===== config.mk =====
export PLATFORM = sky130hd
export DESIGN_NAME = flash_status_ctrl
export DESIGN_NICKNAME = d
export VERILOG_FILES = /design/src/rtl/flash_sr_pkg.sv /design/src/rtl/fsr_protect_map.sv /design/src/rtl/fsr_cycle_timer.sv /design/src/rtl/flash_status_ctrl.sv
export SDC_FILE = /design/constraint.sdc
export NUM_CORES = 1
export LEC_CHECK = 0
export BUFFER_PORTS_ARGS = -buffer_cell sky130_fd_sc_hd__buf_2
export CAP_MARGIN = 30
export CORE_MARGIN = 5
export CORE_UTILIZATION = 46
export CTS_CLUSTER_DIAMETER = 150
export DETAILED_ROUTE_END_ITERATION = 10
export GPL_TIMING_DRIVEN = 0
export HOLD_SLACK_MARGIN = 0.06
export PLACE_DENSITY = 0.89
export SYNTH_ARGS = -nofsm -noshare
export SYNTH_HDL_FRONTEND = slang
export SYNTH_SLANG_ARGS = --single-unit

===== constraint.sdc =====
create_clock -name clk -period 2.49 [get_ports clk]
set_clock_uncertainty 0.2 [all_clocks]
set_input_delay 0.3735 -clock clk [delete_from_list [all_inputs] [get_ports clk]]
set_output_delay 0.3735 -clock clk [all_outputs]
set_load 0.01 [all_outputs]

===== src/rtl/flash_sr_pkg.sv =====
package flash_sr_pkg;

    typedef enum logic [2:0] {
        OP_NONE   = 3'd0,
        OP_WREN   = 3'd1,
        OP_WRDIS  = 3'd2,
        OP_WRSTAT = 3'd3,
        OP_PROG   = 3'd4,
        OP_SERASE = 3'd5,
        OP_BERASE = 3'd6
    } op_e;

    typedef enum logic [1:0] {
        ST_IDLE     = 2'd0,
        ST_SR_BUSY  = 2'd1,
        ST_ARR_BUSY = 2'd2
    } state_e;

    localparam int STAT_W = 8;

endpackage


===== src/rtl/fsr_protect_map.sv =====
module fsr_protect_map #(
    parameter int ADDR_W = 16
) (
    input  logic [ADDR_W-1:0] addr,
    input  logic [1:0]        bp,
    input  logic              whole_array,
    output logic              prot
);
    localparam int MSB = ADDR_W - 1;

    always_comb begin
        if (whole_array) begin
            prot = (bp != 2'b00);
        end else begin
            unique case (bp)
                2'b00:   prot = 1'b0;
                2'b01:   prot = addr[MSB];
                default: prot = 1'b1;
            endcase
        end
    end
endmodule


===== src/rtl/fsr_cycle_timer.sv =====
module fsr_cycle_timer #(
    parameter int CNT_W = 4
) (
    input  logic             clk,
    input  logic             rst_n,
    input  logic             load,
    input  logic [CNT_W-1:0] load_val,
    output logic             expire
);
    logic [CNT_W-1:0] cnt;

    always_ff @(posedge clk or negedge rst_n) begin
        if (!rst_n) begin
            cnt <= '0;
        end else if (load) begin
            cnt <= load_val;
        end else if (cnt != '0) begin
            cnt <= cnt - 1'b1;
        end
    end

    assign expire = (cnt == '0);
endmodule


===== src/rtl/flash_status_ctrl.sv =====
module flash_status_ctrl
    import flash_sr_pkg::*;
#(
    parameter int          ADDR_W       = 16,
    parameter int          SR_CYCLES    = 4,
    parameter int          PROG_CYCLES  = 6,
    parameter int          ERASE_CYCLES = 10,
    parameter logic [2:0]  NV_RESET     = 3'b000
) (
    input  logic              clk,
    input  logic              rst_n,
    input  logic              wp_n,
    input  logic              cmd_valid,
    input  logic [2:0]        cmd_op,
    input  logic [ADDR_W-1:0] cmd_addr,
    input  logic [7:0]        cmd_wdata,
    output logic [7:0]        status,
    output logic              array_start,
    output logic              cmd_reject,
    output logic              hw_protected,
    output logic              addr_protected
);
    localparam int MAX_CYC = (ERASE_CYCLES > PROG_CYCLES) ?
                             ((ERASE_CYCLES > SR_CYCLES) ? ERASE_CYCLES : SR_CYCLES) :
                             ((PROG_CYCLES > SR_CYCLES) ? PROG_CYCLES : SR_CYCLES);
    localparam int CNT_W = $clog2(MAX_CYC + 1);
    localparam logic [CNT_W-1:0] SR_LOAD    = CNT_W'(SR_CYCLES - 1);
    localparam logic [CNT_W-1:0] PROG_LOAD  = CNT_W'(PROG_CYCLES - 1);
    localparam logic [CNT_W-1:0] ERASE_LOAD = CNT_W'(ERASE_CYCLES - 1);

    state_e           state, state_nx;
    logic             wel;
    logic [1:0]       bp;
    logic             lock;
    logic [2:0]       pend_nv;
    logic             wip;
    logic             expire;
    logic             tmr_load;
    logic [CNT_W-1:0] tmr_val;
    logic             set_wel, clr_wel, go_sr, go_arr, refuse;
    op_e              op;

    assign op           = op_e'(cmd_op);
    assign wip          = (state != ST_IDLE);
    assign hw_protected = lock & ~wp_n;
    assign status       = {lock, 3'b000, bp, wel, wip};

    fsr_protect_map #(.ADDR_W(ADDR_W)) u_map (
        .addr        (cmd_addr),
        .bp          (bp),
        .whole_array (op == OP_BERASE),
        .prot        (addr_protected)
    );

    fsr_cycle_timer #(.CNT_W(CNT_W)) u_tmr (
        .clk      (clk),
        .rst_n    (rst_n),
        .load     (tmr_load),
        .load_val (tmr_val),
        .expire   (expire)
    );

    // instruction decision and next state
    always_comb begin
        set_wel  = 1'b0;
        clr_wel  = 1'b0;
        go_sr    = 1'b0;
        go_arr   = 1'b0;
        refuse   = 1'b0;
        tmr_val  = PROG_LOAD;
        state_nx = state;
        unique case (state)
            ST_IDLE: begin
                if (cmd_valid) begin
                    unique case (op)
                        OP_WREN:   set_wel = 1'b1;
                        OP_WRDIS:  clr_wel = 1'b1;
                        OP_WRSTAT: begin
                            if (wel && hw_protected) refuse = 1'b1;
                            else if (wel)            go_sr  = 1'b1;
                        end
                        OP_PROG, OP_SERASE, OP_BERASE: begin
                            if (wel && addr_protected) refuse = 1'b1;
                            else if (wel)              go_arr = 1'b1;
                        end
                        default: ;
                    endcase
                end
                if (go_sr) begin
                    state_nx = ST_SR_BUSY;
                    tmr_val  = SR_LOAD;
                end else if (go_arr) begin
                    state_nx = ST_ARR_BUSY;
                    tmr_val  = (op == OP_PROG) ? PROG_LOAD : ERASE_LOAD;
                end
            end
            ST_SR_BUSY, ST_ARR_BUSY: begin
                if (expire) state_nx = ST_IDLE;
            end
            default: state_nx = ST_IDLE;
        endcase
    end

    assign tmr_load = go_sr | go_arr;

    // state register
    always_ff @(posedge clk or negedge rst_n) begin
        if (!rst_n) state <= ST_IDLE;
        else        state <= state_nx;
    end

    // register bits and pulses
    always_ff @(posedge clk or negedge rst_n) begin
        if (!rst_n) begin
            wel         <= 1'b0;
            {lock, bp}  <= NV_RESET;
            pend_nv     <= NV_RESET;
            array_start <= 1'b0;
            cmd_reject  <= 1'b0;
        end else begin
            array_start <= go_arr;
            cmd_reject  <= refuse;
            if (go_sr) pend_nv <= {cmd_wdata[7], cmd_wdata[3:2]};
            if (wip && expire) begin
                wel <= 1'b0;
                if (state == ST_SR_BUSY) {lock, bp} <= pend_nv;
            end else if (set_wel) begin
                wel <= 1'b1;
            end else if (clr_wel || refuse) begin
                wel <= 1'b0;
            end
        end
    end

    // ---------------- assertions ----------------
    assert_busy_needs_wel_R3: assert property (@(posedge clk) disable iff (!rst_n)
        $rose(wip) |-> $past(wel && cmd_valid));

    assert_reject_clears_wel_R5: assert property (@(posedge clk) disable iff (!rst_n)
        cmd_reject |-> (!wel && !wip));

    assert_start_is_busy_R6: assert property (@(posedge clk) disable iff (!rst_n)
        array_start |-> (wip && wel));

    assert_pulses_exclusive_R5: assert property (@(posedge clk) disable iff (!rst_n)
        $onehot0({array_start, cmd_reject}));

    assert_hw_lock_holds_R8: assert property (@(posedge clk) disable iff (!rst_n)
        (hw_protected && !wip) |=> $stable({lock, bp}));

    assert_wel_held_busy_R9: assert property (@(posedge clk) disable iff (!rst_n)
        (wip && !expire) |=> $stable(wel));

    assert_bulk_blocked_R10: assert property (@(posedge clk) disable iff (!rst_n)
        (cmd_valid && !wip && wel && op == OP_BERASE && bp != 2'b00) |=> cmd_reject);

    assert_status_zero_bits_R1: assert property (@(posedge clk) disable iff (!rst_n)
        status[6:4] == 3'b000);
endmodule


# Word-level counts from Yosys, hierarchy flattened
# Cells that the tools add are included.
# totals
in_bits	31
output_inout_bits	12
elab_cells	76
reg_bits	15
# classes
reduce_logical	16
n_addsub	1
bitwise	3
muxes	37
n_eq_ne	11
# op_table
op	n
$mux W1	25
$mux W4	6
$eq A3 B3 Y1 const B	3
$eq A3 B2 Y1 const B	2
$mux W2	3
$reduce_bool A2 Y1	3
$eq A2 B1 Y1 const B	2
$logic_not A2 Y1	2
$logic_not A4 Y1	1
$pmux W1 S2	2
$pmux W2 S2	1
$reduce_and A2 Y1	2
$reduce_bool A4 Y1	1
$sub A4 B1 Y4 const B	1
$eq A3 B1 Y1 const B	1
$logic_and A1 B1 Y1	3
$ne A3 B3 Y1 const B	1
$reduce_bool A3 Y1	1
$reduce_or A3 Y1	1
$eq A2 B2 Y1 const B	1
$ne A2 B2 Y1 const B	1
$reduce_or A2 Y1	1
$and A1 B1 Y1	1
$logic_or A1 B1 Y1	1
2 further kinds	2

# Depth between registers and ports, before layout
# logic_depth
word_depth	12
ltp_mapped	7
depth_no_buf	6

# Modules after synthesis
# From an unflattened synthesis, not the netlist that was laid out.
# unflattened
hier_cells	89
hier_area_um2	929.6
# modules_own_cells
module	cells_per_inst	seq_area_each_um2	area_each_um2	n_inst
flash_status_ctrl	65	275.3	684.4	1
fsr_cycle_timer	22	100.1	234.0	1
fsr_protect_map	2	0.0	11.3	1

# Worst setup path after synthesis
# Ideal clock, no wire load.
# synth_path
path_kind	reg-to-reg
from	register state[0]
to	register pend_nv[0]
arrival_time_ps	1491
period_less_slack_ps	1818
setup_time_ps	128
path_stages_with_launch	7
slack_ps	672
path_buffers	1
required_ps	2162
path_cell_list	dfrtp_1 -> inv_1 -> ha_1 -> buf_4 -> nand3_4 -> nor4_4 -> mux2_1
# synth_via
elab_chain_len	2
# synth_lines
item	line	source
start: declaration	flash_status_ctrl.sv:31	state_e state, state_nx;
start signal: assignment	flash_status_ctrl.sv:109	else state <= state_nx;
$logic_not A2 Y1	flash_status_ctrl.sv:72	unique case (state)
$mux W1	flash_status_ctrl.sv:72	
end signal: assignment	flash_status_ctrl.sv:123	if (go_sr) pend_nv <= {cmd_wdata[7], cmd_wdata[3:2]};
end: declaration	flash_status_ctrl.sv:35	logic [2:0] pend_nv;
# No other way between the ends.
# A chain may end at the register's enable or synchronous reset.

# Final worst setup path
# layout_path
from	register state[0]
to	register bp[1]
# layout_via
elab_chain_len	3
word_cells_on_any_way	4
cone_classes	1 x eq/ne; 3 x reduce/logical
# layout_lines
item	line	source
$reduce_bool A2 Y1	flash_status_ctrl.sv:44	assign wip = (state != ST_IDLE);
$logic_and A1 B1 Y1	flash_status_ctrl.sv:124	if (wip && expire) begin
$reduce_and A2 Y1 (no source line) *	n/a	
end signal: assignment	flash_status_ctrl.sv:126	if (state == ST_SR_BUSY) {lock, bp} <= pend_nv;
end: declaration	flash_status_ctrl.sv:33	logic [1:0] bp;
# Every way passes the cells marked *; elsewhere a longest branch is shown, timed or not.

==> impl_results.md <==
* Max layer used: met4
* Reg2Reg Depth at 6
* Number of DRC violations after detailed-routing iteration 0 at 16
* Total track usage at 13.36%
* Post-Synth XOR/XNOR Area at 1.759%
* Die area at 3196 um^2
* DR WL met2 at 1009 um
* Wire length on met3 at between 90 and 100 um
* Via count at roughly 780
* Final non-filler cell area at roughly 1200 um^2
* Required time of the critical path at 2.47 ns
* Setup TNS at 0 ns
* Drt pass-1 iters at 4
* Layout area overhead at 16.83%
* Post-route minimum period at 2.053 ns
* Hold Path Cell Cnt at 2
* Max-cap viol count at 0
* Pleak at between 0.5 and 0.6 nW
* Row count at 16
* Post-route ant nets at 0
* CTS tree: done
* DRC errors left at 0
* Core Region at ~2000 um^2
* Max Fclk at between 400 and 500 MHz
* Fillers at between 150 and 200
* Post-synth top area share at approximately 38%
* Chip height at about 57 um
* Fin crit share at around 82%
* N_diodes at 0
* Maximum VDD drop at between 0.0005 and 0.0006 V
* Clk sinks at 15
* Status: finished, final reports clean
* RePlAce Congestion at between 0.7 and 0.8
* DR vias/cell at 5.243
* First-pass GRT wire length at ~3400 um
* Total Wirelength at 1931 um
* Share of flip-flops with an asynchronous set or reset at between 90% and 100%
* Crit path launch type: flop
* Largest cells by area after synthesis: dfrtp_1, mux2_1, buf_4
* CP Data Arrival Time at around 2.0 ns
* Largest net degree at the start of global routing at 16
* Initial antenna violation count at 0
* Share of layout cells above drive strength 1 at a little under a third
* Post-Syn Area at roughly 1000 um^2
* Clk_lat worst skew at roughly 0.29 ns
* Synth Flop Type: dfrtp_1
* Ys Warns at 0
* Seq/Total Area, Yosys at a little under two fifths
* CTS clock-pin slew for the worst setup and hold paths at 0.09 ns
* Largest fanout on the critical path at 8
* Slew Viols, Final at 0
* Clock buffer depth at 2
* HP Class: input pin to flop
* Multi-input logic area at ~530 um^2
* CTS buffer count at 3
* H-tree level count at 1
* Post-synthesis compound-gate area fraction at between 10 and 15%
* PD cells at ~940 nW/um^2
* Final #Nets at between 150 and 200
* Commonest cells after routing, fill and taps aside: buf_2, dfrtp_1, buf_4
* Commonest non-fill, non-tap cell in the layout: buf_2
* Cell taking the most area after synthesis: dfrtp_1
* Dpl cell area at between 1000 and 1500 um^2
* Die W at 56.53 um
* Register Area at between 300 and 400 um^2
* Wire length on met1 at between 700 and 800 um
* Adder-cell share of the synthesized area at 5.025%
* Final hold vios at 0
* CTS root buf: clkbuf_4
* Total gr overflow at 0
* I/O pin count at 43
* Placed Cells at between 100 and 150
* Syn avg cell area at between 10 and 15 um^2
* Vias in the first global route at ~790
* Routed len/inst at about 13 um
* Port Buffers at 18
* Starting density of the core at 49.26%
* Cells after Synth at 96
* Fin Hold WS at 0.09581 ns
* Setup CP Type: flop to flop
* Non-Filler Instances at ~150
* Post-synthesis mux area share at 8.794%
* Seq cells post-synth at 15
* Hpwl dp at between 1500 and 2000 um
* RSZ-0062 raised after global routing: false
* Synth Area in Simple Gates at about a quarter
* Netlist cell types at 44
* Largest family of logic cells by synthesized area: simple AND/OR/NAND/NOR gates
* Post_cts resized at 0
* Final setup fails at 0
* Number of synthesized flops with an enable pin at 0
* CP Capture Type: flop
==> cell type report <==
cell class	count	area share, %
multi-input combinational	68	45.81
sequential	15	32.26
timing repair buffer	19	8.602
buffer	8	5.484
tap	27	2.903
inverter	7	2.688
clock buffer	4	2.258
==> stage by stage <==
step	setup WS (ns)	total power [W]	utilization [%]
after CTS	0.4490	0.001107	57.55
after floorplan	0.6717	0.0008256	-
final	0.4375	0.001099	57.55
after global routing	0.2910	0.001204	57.55
after global placement	0.5162	0.0009244	55.75
after detailed placement	0.4645	0.0009621	55.75
==> repair_timing <==
item | CTS | global route
endpoints found under the hold margin | 15 | 0
hold buffers | 1 | 0
setup buffers | 0 | 0
==> worst max-delay path, stage by stage (launching register included) <==
cell and delay [ns]:
dfrtp_1 0.40, inv_1 0.06, ha_1 0.19, buf_4 0.17
nor4b_2 0.39, nand2_1 0.19, mux2_1 0.34
==> report_power, final <==
group	internal, W	switching (W)	total, W	leakage (nW)
Clock	0.0000623	0.0000793	0.000142	0.0150
Combinational	0.000262	0.000276	0.000539	0.385
Sequential	0.000333	0.0000858	0.000419	0.189
Total	0.000658	0.000442	0.00110	0.589
==> Yosys cell counts, drive strengths merged (2+ instances only) <==
master  instances
inv             6
nand2b          2
a21oi           3
mux2            6
a21o            2
nand2           7
mux2i           2
dfrtp          15
nand3b          2
nand3           3
ha              4
buf             8
o211ai          2
nor2            5
nor4            2
nor3            2
and3            2
nor3b           3
o21ai           3
==> sequential cells by signal, summed over array words and instances, names as in the netlist <==
| register | count |
|---|---|
| lock | 1 |
| state | 2 |
| u_tmr.cnt | 4 |
| array_start | 1 |
| wel | 1 |
| cmd_reject | 1 |
| bp | 2 |
| pend_nv | 3 |
==> cell families after synthesis <==
family,count (synthesis)
xor+xnor,2
buf+inv,15
other cells,1
simple gates,35
mux,8
fa+ha+maj,4
flops,15
compound gates,16
==> final timing paths <==
path | to | startpoint | slack (ns)
max | bp[1] | state[0] | 0.44
min | pend_nv[1] | cmd_wdata[3] | 0.1
max reg2reg | bp[1] | state[0] | 0.44
min reg2reg | bp[0] | pend_nv[0] | 0.29
max in group asynchronous | pend_nv[2] | rst_n | 1.54
min in group asynchronous | wel | rst_n | 0.31
==> per-layer routing <==
layer	global-route usage, %	vias to the layer above
met2	23.43	18
met4	5.424	0
li1	-	385
met5	0	-
met1	15.33	368
met3	3.211	5
(Power assumes the default switching activity.)
